File: config.mk
export PLATFORM = sky130hd
export DESIGN_NAME = vout_supervisor
export DESIGN_NICKNAME = d
export VERILOG_FILES = /design/src/rtl/sup_pkg.sv /design/src/rtl/sup_scale.sv /design/src/rtl/sup_window.sv /design/src/rtl/sup_fault_latch.sv /design/src/rtl/sup_pg_hyst.sv /design/src/rtl/vout_supervisor.sv
export SDC_FILE = /design/constraint.sdc
export NUM_CORES = 1
export LEC_CHECK = 0
export ABC_CLOCK_PERIOD_IN_PS = 800
export BUFFER_PORTS_ARGS = -buffer_cell sky130_fd_sc_hd__buf_2
export CAP_MARGIN = 10
export CORE_UTILIZATION = 26
export CTS_BUF_LIST = sky130_fd_sc_hd__clkbuf_8
export DETAILED_ROUTE_END_ITERATION = 10
export SETUP_SLACK_MARGIN = 0.4
export SLEW_MARGIN = 25
export SYNTH_ARGS = -nofsm -noshare
export SYNTH_HDL_FRONTEND = slang
export SYNTH_HIERARCHICAL = 1
export SYNTH_SLANG_ARGS = --single-unit
File: constraint.sdc
create_clock -name clk -period 0.8 [get_ports clk]
set_input_delay 0.08 -clock clk [delete_from_list [all_inputs] [get_ports clk]]
set_output_delay 0.08 -clock clk [all_outputs]
set_load 0.05 [all_outputs]
File: src/rtl/sup_pkg.sv
package sup_pkg;
  // Latched protection state
  typedef struct packed {
    logic ov;     // overvoltage crowbar
    logic uv;     // undervoltage shutdown
    logic nocpu;  // no-processor code seen
  } latch_t;

  localparam int SCALE_EXTRA = 5;  // bits added by the largest constant factor (17)
endpackage

File: src/rtl/sup_scale.sv
// Constant multiply built from shifted copies of the input.
module sup_scale #(
  parameter int IN_W = 6,
  parameter int MUL  = 9,
  localparam int MUL_BITS = $clog2(MUL + 1),
  localparam int OUT_W    = IN_W + MUL_BITS
) (
  input  logic [IN_W-1:0]  in_val,
  output logic [OUT_W-1:0] out_val
);
  logic [OUT_W-1:0] part [MUL_BITS+1];

  assign part[0] = '0;
  for (genvar k = 0; k < MUL_BITS; k++) begin : g_term
    if (((MUL >> k) & 1) == 1) begin : g_add
      assign part[k+1] = part[k] + (OUT_W'(in_val) << k);
    end else begin : g_skip
      assign part[k+1] = part[k];
    end
  end
  assign out_val = part[MUL_BITS];
endmodule

File: src/rtl/sup_window.sv
// Ratiometric and absolute comparisons of output code vs reference code.
module sup_window #(
  parameter int CODE_W  = 6,
  parameter int OV_CODE = 50,
  localparam int CW = CODE_W + sup_pkg::SCALE_EXTRA
) (
  input  logic [CODE_W-1:0] vout_code,
  input  logic [CODE_W-1:0] vref_code,
  output logic              outer_ok,
  output logic              inner_ok,
  output logic              uv_low,
  output logic              ov_high
);
  logic [CODE_W+3:0] v8;
  logic [CODE_W+4:0] v16;
  logic [CODE_W+2:0] v5;
  logic [CODE_W+3:0] r9;
  logic [CODE_W+2:0] r7;
  logic [CODE_W+4:0] r17;
  logic [CODE_W+3:0] r15;
  logic [CODE_W+1:0] r3;

  sup_scale #(.IN_W(CODE_W), .MUL(8))  u_v8  (.in_val(vout_code), .out_val(v8));
  sup_scale #(.IN_W(CODE_W), .MUL(16)) u_v16 (.in_val(vout_code), .out_val(v16));
  sup_scale #(.IN_W(CODE_W), .MUL(5))  u_v5  (.in_val(vout_code), .out_val(v5));
  sup_scale #(.IN_W(CODE_W), .MUL(9))  u_r9  (.in_val(vref_code), .out_val(r9));
  sup_scale #(.IN_W(CODE_W), .MUL(7))  u_r7  (.in_val(vref_code), .out_val(r7));
  sup_scale #(.IN_W(CODE_W), .MUL(17)) u_r17 (.in_val(vref_code), .out_val(r17));
  sup_scale #(.IN_W(CODE_W), .MUL(15)) u_r15 (.in_val(vref_code), .out_val(r15));
  sup_scale #(.IN_W(CODE_W), .MUL(3))  u_r3  (.in_val(vref_code), .out_val(r3));

  logic [CW-1:0] e_v8, e_v16, e_v5, e_r9, e_r7, e_r17, e_r15, e_r3;

  always_comb begin
    e_v8  = CW'(v8);
    e_v16 = CW'(v16);
    e_v5  = CW'(v5);
    e_r9  = CW'(r9);
    e_r7  = CW'(r7);
    e_r17 = CW'(r17);
    e_r15 = CW'(r15);
    e_r3  = CW'(r3);
    outer_ok = (e_v8 <= e_r9) && (e_v8 >= e_r7);
    inner_ok = (e_v16 <= e_r17) && (e_v16 >= e_r15);
    uv_low   = (e_v5 < e_r3);
    ov_high  = (vout_code > CODE_W'(OV_CODE));
  end
endmodule

File: src/rtl/sup_fault_latch.sv
// Protection latches; cleared only by reset.
module sup_fault_latch (
  input  logic                  clk,
  input  logic                  srst_n,
  input  logic                  ov_hit,
  input  logic                  uv_hit,
  input  logic                  nocpu_hit,
  output sup_pkg::latch_t       state_q,
  output sup_pkg::latch_t       state_d
);
  logic upd_en;

  always_comb begin
    state_d       = state_q;
    state_d.ov    = state_q.ov    | ov_hit;
    state_d.uv    = state_q.uv    | uv_hit;
    state_d.nocpu = state_q.nocpu | nocpu_hit;
    upd_en        = ov_hit | uv_hit | nocpu_hit;
  end

  always_ff @(posedge clk or negedge srst_n) begin
    if (!srst_n) begin
      state_q <= '0;
    end else if (upd_en) begin
      state_q <= state_d;
    end
  end
endmodule

File: src/rtl/sup_pg_hyst.sv
// Power-good state with optional hysteresis band.
module sup_pg_hyst #(
  parameter bit HYST = 1'b1
) (
  input  logic clk,
  input  logic srst_n,
  input  logic en,
  input  logic block,
  input  logic outer_ok,
  input  logic inner_ok,
  output logic pg_q
);
  logic set_ok;
  logic pg_d;

  if (HYST) begin : g_hyst
    assign set_ok = inner_ok;
  end else begin : g_plain
    assign set_ok = outer_ok;
  end

  always_comb begin
    pg_d = en && !block && (set_ok || (pg_q && outer_ok));
  end

  always_ff @(posedge clk or negedge srst_n) begin
    if (!srst_n) begin
      pg_q <= 1'b0;
    end else begin
      pg_q <= pg_d;
    end
  end
endmodule

File: src/rtl/vout_supervisor.sv
module vout_supervisor #(
  parameter int CODE_W  = 10,
  parameter int VID_W   = 5,
  parameter int OV_CODE = 900,
  parameter bit PG_HYST = 1'b1
) (
  input  logic              clk,
  input  logic              rst_n,
  input  logic [CODE_W-1:0] vout_code,
  input  logic [CODE_W-1:0] vref_code,
  input  logic [VID_W-1:0]  vid_code,
  input  logic              pg_enable,
  input  logic              uv_enable,
  output logic              pgood,
  output logic              fault,
  output logic              force_ls_on,
  output logic              all_off
);
  import sup_pkg::*;

  // Asynchronous assert, synchronous release
  logic [1:0] rst_pipe;
  logic       rst_sync_n;

  always_ff @(posedge clk or negedge rst_n) begin
    if (!rst_n) begin
      rst_pipe <= 2'b00;
    end else begin
      rst_pipe <= {rst_pipe[0], 1'b1};
    end
  end
  assign rst_sync_n = rst_pipe[1];

  logic outer_ok, inner_ok, uv_low, ov_high;

  sup_window #(.CODE_W(CODE_W), .OV_CODE(OV_CODE)) u_win (
    .vout_code (vout_code),
    .vref_code (vref_code),
    .outer_ok  (outer_ok),
    .inner_ok  (inner_ok),
    .uv_low    (uv_low),
    .ov_high   (ov_high)
  );

  logic   uv_hit, nocpu_hit;
  latch_t lat_q, lat_d;

  always_comb begin
    uv_hit    = uv_enable && uv_low;
    nocpu_hit = &vid_code;
  end

  sup_fault_latch u_lat (
    .clk       (clk),
    .srst_n    (rst_sync_n),
    .ov_hit    (ov_high),
    .uv_hit    (uv_hit),
    .nocpu_hit (nocpu_hit),
    .state_q   (lat_q),
    .state_d   (lat_d)
  );

  logic pg_block;
  logic pg_q;

  assign pg_block = |lat_d;

  sup_pg_hyst #(.HYST(PG_HYST)) u_pg (
    .clk      (clk),
    .srst_n   (rst_sync_n),
    .en       (pg_enable),
    .block    (pg_block),
    .outer_ok (outer_ok),
    .inner_ok (inner_ok),
    .pg_q     (pg_q)
  );

  always_comb begin
    pgood       = pg_q;
    fault       = lat_q.ov | lat_q.uv;
    force_ls_on = lat_q.ov;
    all_off     = !lat_q.ov && (lat_q.uv || lat_q.nocpu);
  end
endmodule

==> flow_summary.yaml, run 1 <==
power:
  share_comb_of_total_power_pct: 92.1
  power_density_nw_per_um2: 1300
  power.share.clock_pct: 4.7
  p_sw_uw: 4850
  power.internal_uw: 5440
  peakVddDrop_mv: 0.574
  p_total_uw: 10300
  leakagePower_uw: 0.00397
  switching_share_pct: 47.1
  seqPwrFrac_pct: 3.2
logic_synthesis:
  synth.distinct_cells: 66
  syn_area_um2: 5900
  yosysWarnings: 6
  synth_edf_count: 0
  ys.flop_type: "dfrtp_1"
  yosys_register_bits: 6
  synthArstFlopShare_pct: 100
  synth_cells: 777
  avgSynthCellArea_um2: 7.59
  yosysSeqAreaShare_pct: 2.55
cts:
  clock_sinks: 6
  clk_path_buf_depth: 2
  clk_pin_slew_ps: 40
  cts_tree: "built"
  htreeDepth: 1
  insertion_delay_ps: 230
  clockRootBuffer: "clkbuf_8"
  numCtsBuffers: 3
finish:
  final_core_util_pct: 35.9
  n_fill_cell: 2283
  insertedDiodeCount: 0
  syn2layout_area_growth_pct: 34.0
  layout_commonest_cell: "buf_4"
  final_cell_mix: "buf_4, inv_1, ha_1"
  layout-drive-gt1-share_pct: 29.6
  final_nets: 1135
  design_area_um2: 7900
  final_cells: 1226
flow_run:
  drv_cap: 0
floorplan:
  rows: 54
  io_pins: 33
  dieWidth_um: 153
  die-area_um2: 23300
  floorplan.initialDensity_pct: 26.8
  fp.coreArea_um2: 22000
  die_h_um: 153
grt:
  antenna_found_initial: 1
  grt_pass1_vias: 5623
  grt_use_total_pct: 13.9
  gr-total-overflow: 0
  grt_max_degree: 17
  grt_pass1_wl_um: 27100
routing:
  drtIter0Drc: 309
  drt-met1-wl_um: 7820
  top_layer: "met5"
  final_antenna_net_count: 0
  wl_met3_um: 363
  wl_met2_um: 7510
  totalWireLength_um: 15700
  viasPerCell: 4.69
  wl_per_cell_um: 12.8
  drc_errors: 1
  num_vias: 5749
  drt-pass1-iter-count: 7
sta:
  max_freq_mhz: 248
  setup_viol: 8
  hold_viol: 0
  fin_ws_ps: -3240
  setup_tns_ps: -6390
  finalCriticalPeriod_ps: 4040
  finalCritPeriodShare_pct: 505
  rsz0062_at_grt: "true"
  skew_ps: 4.71
  drv_slew: 0
worst_setup_path:
  rrSetupSlack_ps: -430
  critPathCaptureType: "flip-flop"
  critPathRequiredTime_ps: 950
  startpoint_type: "primary input"
  arrival_ps: 4190
  crit_fanout: 4
  crit_type: "in -> reg"
placed_design:
  dp_hpwl_um: 13200
  dp_cells: 1215
  place_congestion: 0.854
  portBuffers: 32
  dpl_cell_area_um2: 7520
run_status:
  outcome: "complete, but fails checks"
  violations: "DRC, setup timing"
min_path:
  hold_path_class: "reg -> async"
-- cell type report --
| cell class | count | area [µm²] | share of cell area [%] |
|---|---|---|---|
| clock buffer | 3 | 41.3 | 0.523 |
| clock inverter | 1 | 3.75 | 0.0475 |
| timing repair buffer | 202 | 1540 | 19.5 |
| tap | 280 | 350 | 4.43 |
| sequential | 6 | 151 | 1.92 |
| inverter | 138 | 518 | 6.56 |
| multi-input combinational | 596 | 5290 | 67.0 |
-- metal layers --
| metal | vias to the layer above | GRT usage [%] |
|---|---|---|
| li1 | 3028 | - |
| met1 | 2658 | 18.7 |
| met2 | 57 | 25.5 |
| met3 | 4 | 0.768 |
| met4 | 2 | 0.337 |
| met5 | - | 0 |
-- worst paths after layout --
| kind | startpoint | to | cells after the start |
|---|---|---|---|
| max reg2reg | u_lat/state_q[1] | u_pg/pg_q | 3 |
| min in group clk | pg_enable | u_pg/pg_q | 2 |
| max | vref_code[1] | u_pg/pg_q | 26 |
| max in group asynchronous | rst_n | rst_pipe[0] | 2 |
| min reg2reg | rst_pipe[1] | u_pg/pg_q | 0 |
| min | rst_pipe[1] | u_pg/pg_q | 0 |
-- synthesized netlist by cell type, types with 8 or more instances --
cell | n | area [µm²]
inv_1 | 138 | 518
ha_1 | 142 | 1780
a211oi_1 | 9 | 67.6
buf_4 | 42 | 315
nor3_1 | 16 | 80.1
nor2_1 | 34 | 128
a21oi_1 | 54 | 270
o211ai_1 | 8 | 60.1
a21o_1 | 18 | 135
o21ai_0 | 27 | 135
xor2_1 | 20 | 175
nand4_1 | 17 | 106
nand2_1 | 28 | 105
xnor2_1 | 31 | 272
fa_1 | 17 | 340
nor2b_1 | 8 | 50.1
nand3_1 | 33 | 165
-- flip-flops by register name, summed over array words and instances (netlist names) --
| name | cells |
|---|---|
| u_pg/pg_q | 1 |
| u_lat/state_q | 3 |
| rst_pipe | 2 |
-- timing repair --
action | CTS | global route
setup endpoints to repair | 9 | 9
pin swaps | 30 | 6
endpoints found under the hold margin | 2 | 0
hold buffers | 1 | 0
setup buffers | 6 | 0
gates resized for setup | 47 | 10
-- per-stage QoR --
| stage | hold slack, ps | setup WS (ps) |
|---|---|---|
| final | 65.5 | -3240 |
| after global routing | 91.8 | -3500 |
| after CTS | 75.2 | -3210 |
| after detailed placement | -129 | -3670 |
| after global placement | -128 | -3590 |
| after floorplan | -216 | -3190 |
-- kinds of logic after synthesis --
| family | synth area share [%] |
|---|---|
| XOR/XNOR | 7.58 |
| multiplexers | 0.170 |
| other | 0.191 |
| buffers and inverters | 14.3 |
| AO/OA/AOI/OAI | 22.3 |
| adder cells (fa/ha/maj) | 35.9 |
| AND/OR/NAND/NOR | 17.0 |
| flip-flops | 2.55 |
-- power by group through the flow --
stage,sequential (µW),combinational (µW),clock (µW)
after floorplan,332,6190,0
after global placement,332,8790,0
after detailed placement,332,8960,0
after CTS,331,9390,492
after global routing,334,10800,513
final,331,9480,480
-- worst max-delay path, stage by stage --
cell and delay (ps):
buf_8 80, ha_4 130, inv_2 30, fa_2 330, nor2b_1 120, o21a_1 180, o21a_1 150, mux2i_1 170
and2_1 150, fa_1 430, inv_2 80, ha_4 200, and2_4 140, o21a_1 160, a31o_2 230, nor2_2 110
xnor2_1 120, inv_1 80, ha_4 270, nand4_1 130, nor3_2 210, nor3_1 70, o21ai_1 160, a2bb2oi_2 180
a21oi_2 50, nor3b_2 140
No activity file was read; power rests on OpenSTA's default activity.
==> run 2, diff against run 1 <==
SKIP_LAST_GASP = 1   (was unset)
==> flow_summary.yaml, run 2 (same netlist as run 1, synthesis figures left out) <==
placed_design:
  portBuffers: 32
  dpl_cell_area_um2: 7520
  dp_hpwl_um: 13200
  place_congestion: 0.854
routing:
  drt-pass1-iter-count: 7
  drc_errors: 0
  final_antenna_net_count: 0
  num_vias: 5750
  viasPerCell: 4.69
  wl_per_cell_um: 12.8
  totalWireLength_um: 15700
  drtIter0Drc: 297
cts:
  clk_path_buf_depth: 2
  insertion_delay_ps: 230
  clk_pin_slew_ps: 40
  numCtsBuffers: 3
  htreeDepth: 1
  clock_sinks: 6
  cts_tree: "built"
  clockRootBuffer: "clkbuf_8"
worst_setup_path:
  arrival_ps: 4200
  rrSetupSlack_ps: -430
  critPathRequiredTime_ps: 950
  startpoint_type: "primary input"
  crit_path_top_delay_cell: "fa_1"
  crit_type: "in -> reg"
  crit_fanout: 4
  slowest_delay_ps: 430
  critPathCaptureType: "flip-flop"
finish:
  final_nets: 1135
  n_fill_cell: 2288
  largest_register_ffs: 3
  largestRegisters: "u_lat/state_q x3, rst_pipe x2, u_pg/pg_q x1"
  insertedDiodeCount: 0
  design_area_um2: 7890
  layout_commonest_cell: "buf_4"
  final_cell_mix: "buf_4, inv_1, ha_1"
  layout-drive-gt1-share_pct: 29.5
  largest_register: "u_lat/state_q"
  syn2layout_area_growth_pct: 33.9
sta:
  setup_viol: 8
  finalCritPeriodShare_pct: 506
  skew_ps: 2.91
  drv_slew: 0
  max_freq_mhz: 247
  rsz0062_at_grt: "true"
  hold_viol: 0
  fin_ws_ps: -3250
  finalCriticalPeriod_ps: 4050
floorplan:
  die_h_um: 153
  die-area_um2: 23300
  floorplan.initialDensity_pct: 26.8
  dieWidth_um: 153
  rows: 54
  fp.coreArea_um2: 22000
  io_pins: 33
power:
  peakVddDrop_mv: 0.574
  power_density_nw_per_um2: 1300
  leakagePower_uw: 0.00397
  p_total_uw: 10300
min_path:
  hold_path_class: "reg -> async"
grt:
  grt_pass1_wl_um: 27300
  grt_max_degree: 17
  grt_use_total_pct: 14.0
  grt_pass1_vias: 5669
  gr-total-overflow: 0
  antenna_found_initial: 1
run_status:
  violations: "setup timing"
  outcome: "complete, but fails checks"
flow_run:
  drv_cap: 0
==> run 2: cell counts in the layout (fill, tap and decap cells not counted) <==
Identical to the previous run, type by type.
==> run 2: worst max-delay path, delay by kind of cell <==
| family | cells | cell delay, ps |
|---|---|---|
| adder cells (fa/ha/maj) | 5 | 1360 |
| AO/OA/AOI/OAI | 7 | 1110 |
| AND/OR/NAND/NOR | 8 | 1070 |
| buffers and inverters | 4 | 280 |
| multiplexers | 1 | 170 |
| XOR/XNOR | 1 | 120 |
==> run 2: report_power, final <==
| group | switching, µW | internal [µW] |
|---|---|---|
| clock | 158 | 332 |
| combinational | 4680 | 4790 |
| sequential | 12.5 | 319 |
==> run 2: per-stage QoR <==
| step | hold WS, ps | TNS, ps | worst slack, ps | utilization (%) | cells |
|---|---|---|---|---|---|
| 3_3_place_gp | -128 | -6690 | -3590 | 34.2 | 1215 |
| 4_1_cts | 75.2 | -6370 | -3220 | 35.6 | 1226 |
| 3_5_place_dp | -129 | -6830 | -3670 | 34.2 | 1215 |
| 5_1_grt | 94.0 | -7060 | -3510 | 35.8 | 1226 |
| 6_report | 68.0 | -6440 | -3250 | 35.8 | 1226 |
| 2_1_floorplan | -216 | -4980 | -3190 | - | 784 |
==> run 2: layout make-up <==
class | count | area [µm²] | area share (%)
inverters | 138 | 518 | 6.56
clock buffers | 3 | 41.3 | 0.523
well taps | 280 | 350 | 4.44
repair buffers | 202 | 1530 | 19.4
multi-input cells | 596 | 5290 | 67.1
flip-flops and latches | 6 | 151 | 1.92
clock inverters | 1 | 3.75 | 0.0476
==> run 2: what timing repair did <==
action / 4_1_cts / 5_1_grt
endpoints found under the hold margin: 2 / 0
hold buffers: 1 / 0
pin swaps: 30 / 6
setup endpoints to repair: 9 / 9
setup buffers: 6 / 0
resized for setup: 43 / 11
==> run 2: path summary, 6_finish.rpt <==
kind                             startpoint  depth (start not counted)           to
max                            vref_code[1]                         26    u_pg/pg_q
min                             rst_pipe[1]                          0    u_pg/pg_q
max reg2reg                u_lat/state_q[1]                          3    u_pg/pg_q
min reg2reg                     rst_pipe[1]                          0    u_pg/pg_q
max in group asynchronous             rst_n                          2  rst_pipe[0]
min in group clk                  pg_enable                          2    u_pg/pg_q
==> run 2: layer usage <==
| layer | GRT usage, % | routed length (µm) | vias to the layer above |
|---|---|---|---|
| met4 | 0.337 | 17 | 2 |
| met5 | 0 | 13 | - |
| met1 | 18.7 | 7820 | 2651 |
| met2 | 25.8 | 7540 | 58 |
| li1 | - | - | 3035 |
| met3 | 0.768 | 322 | 4 |
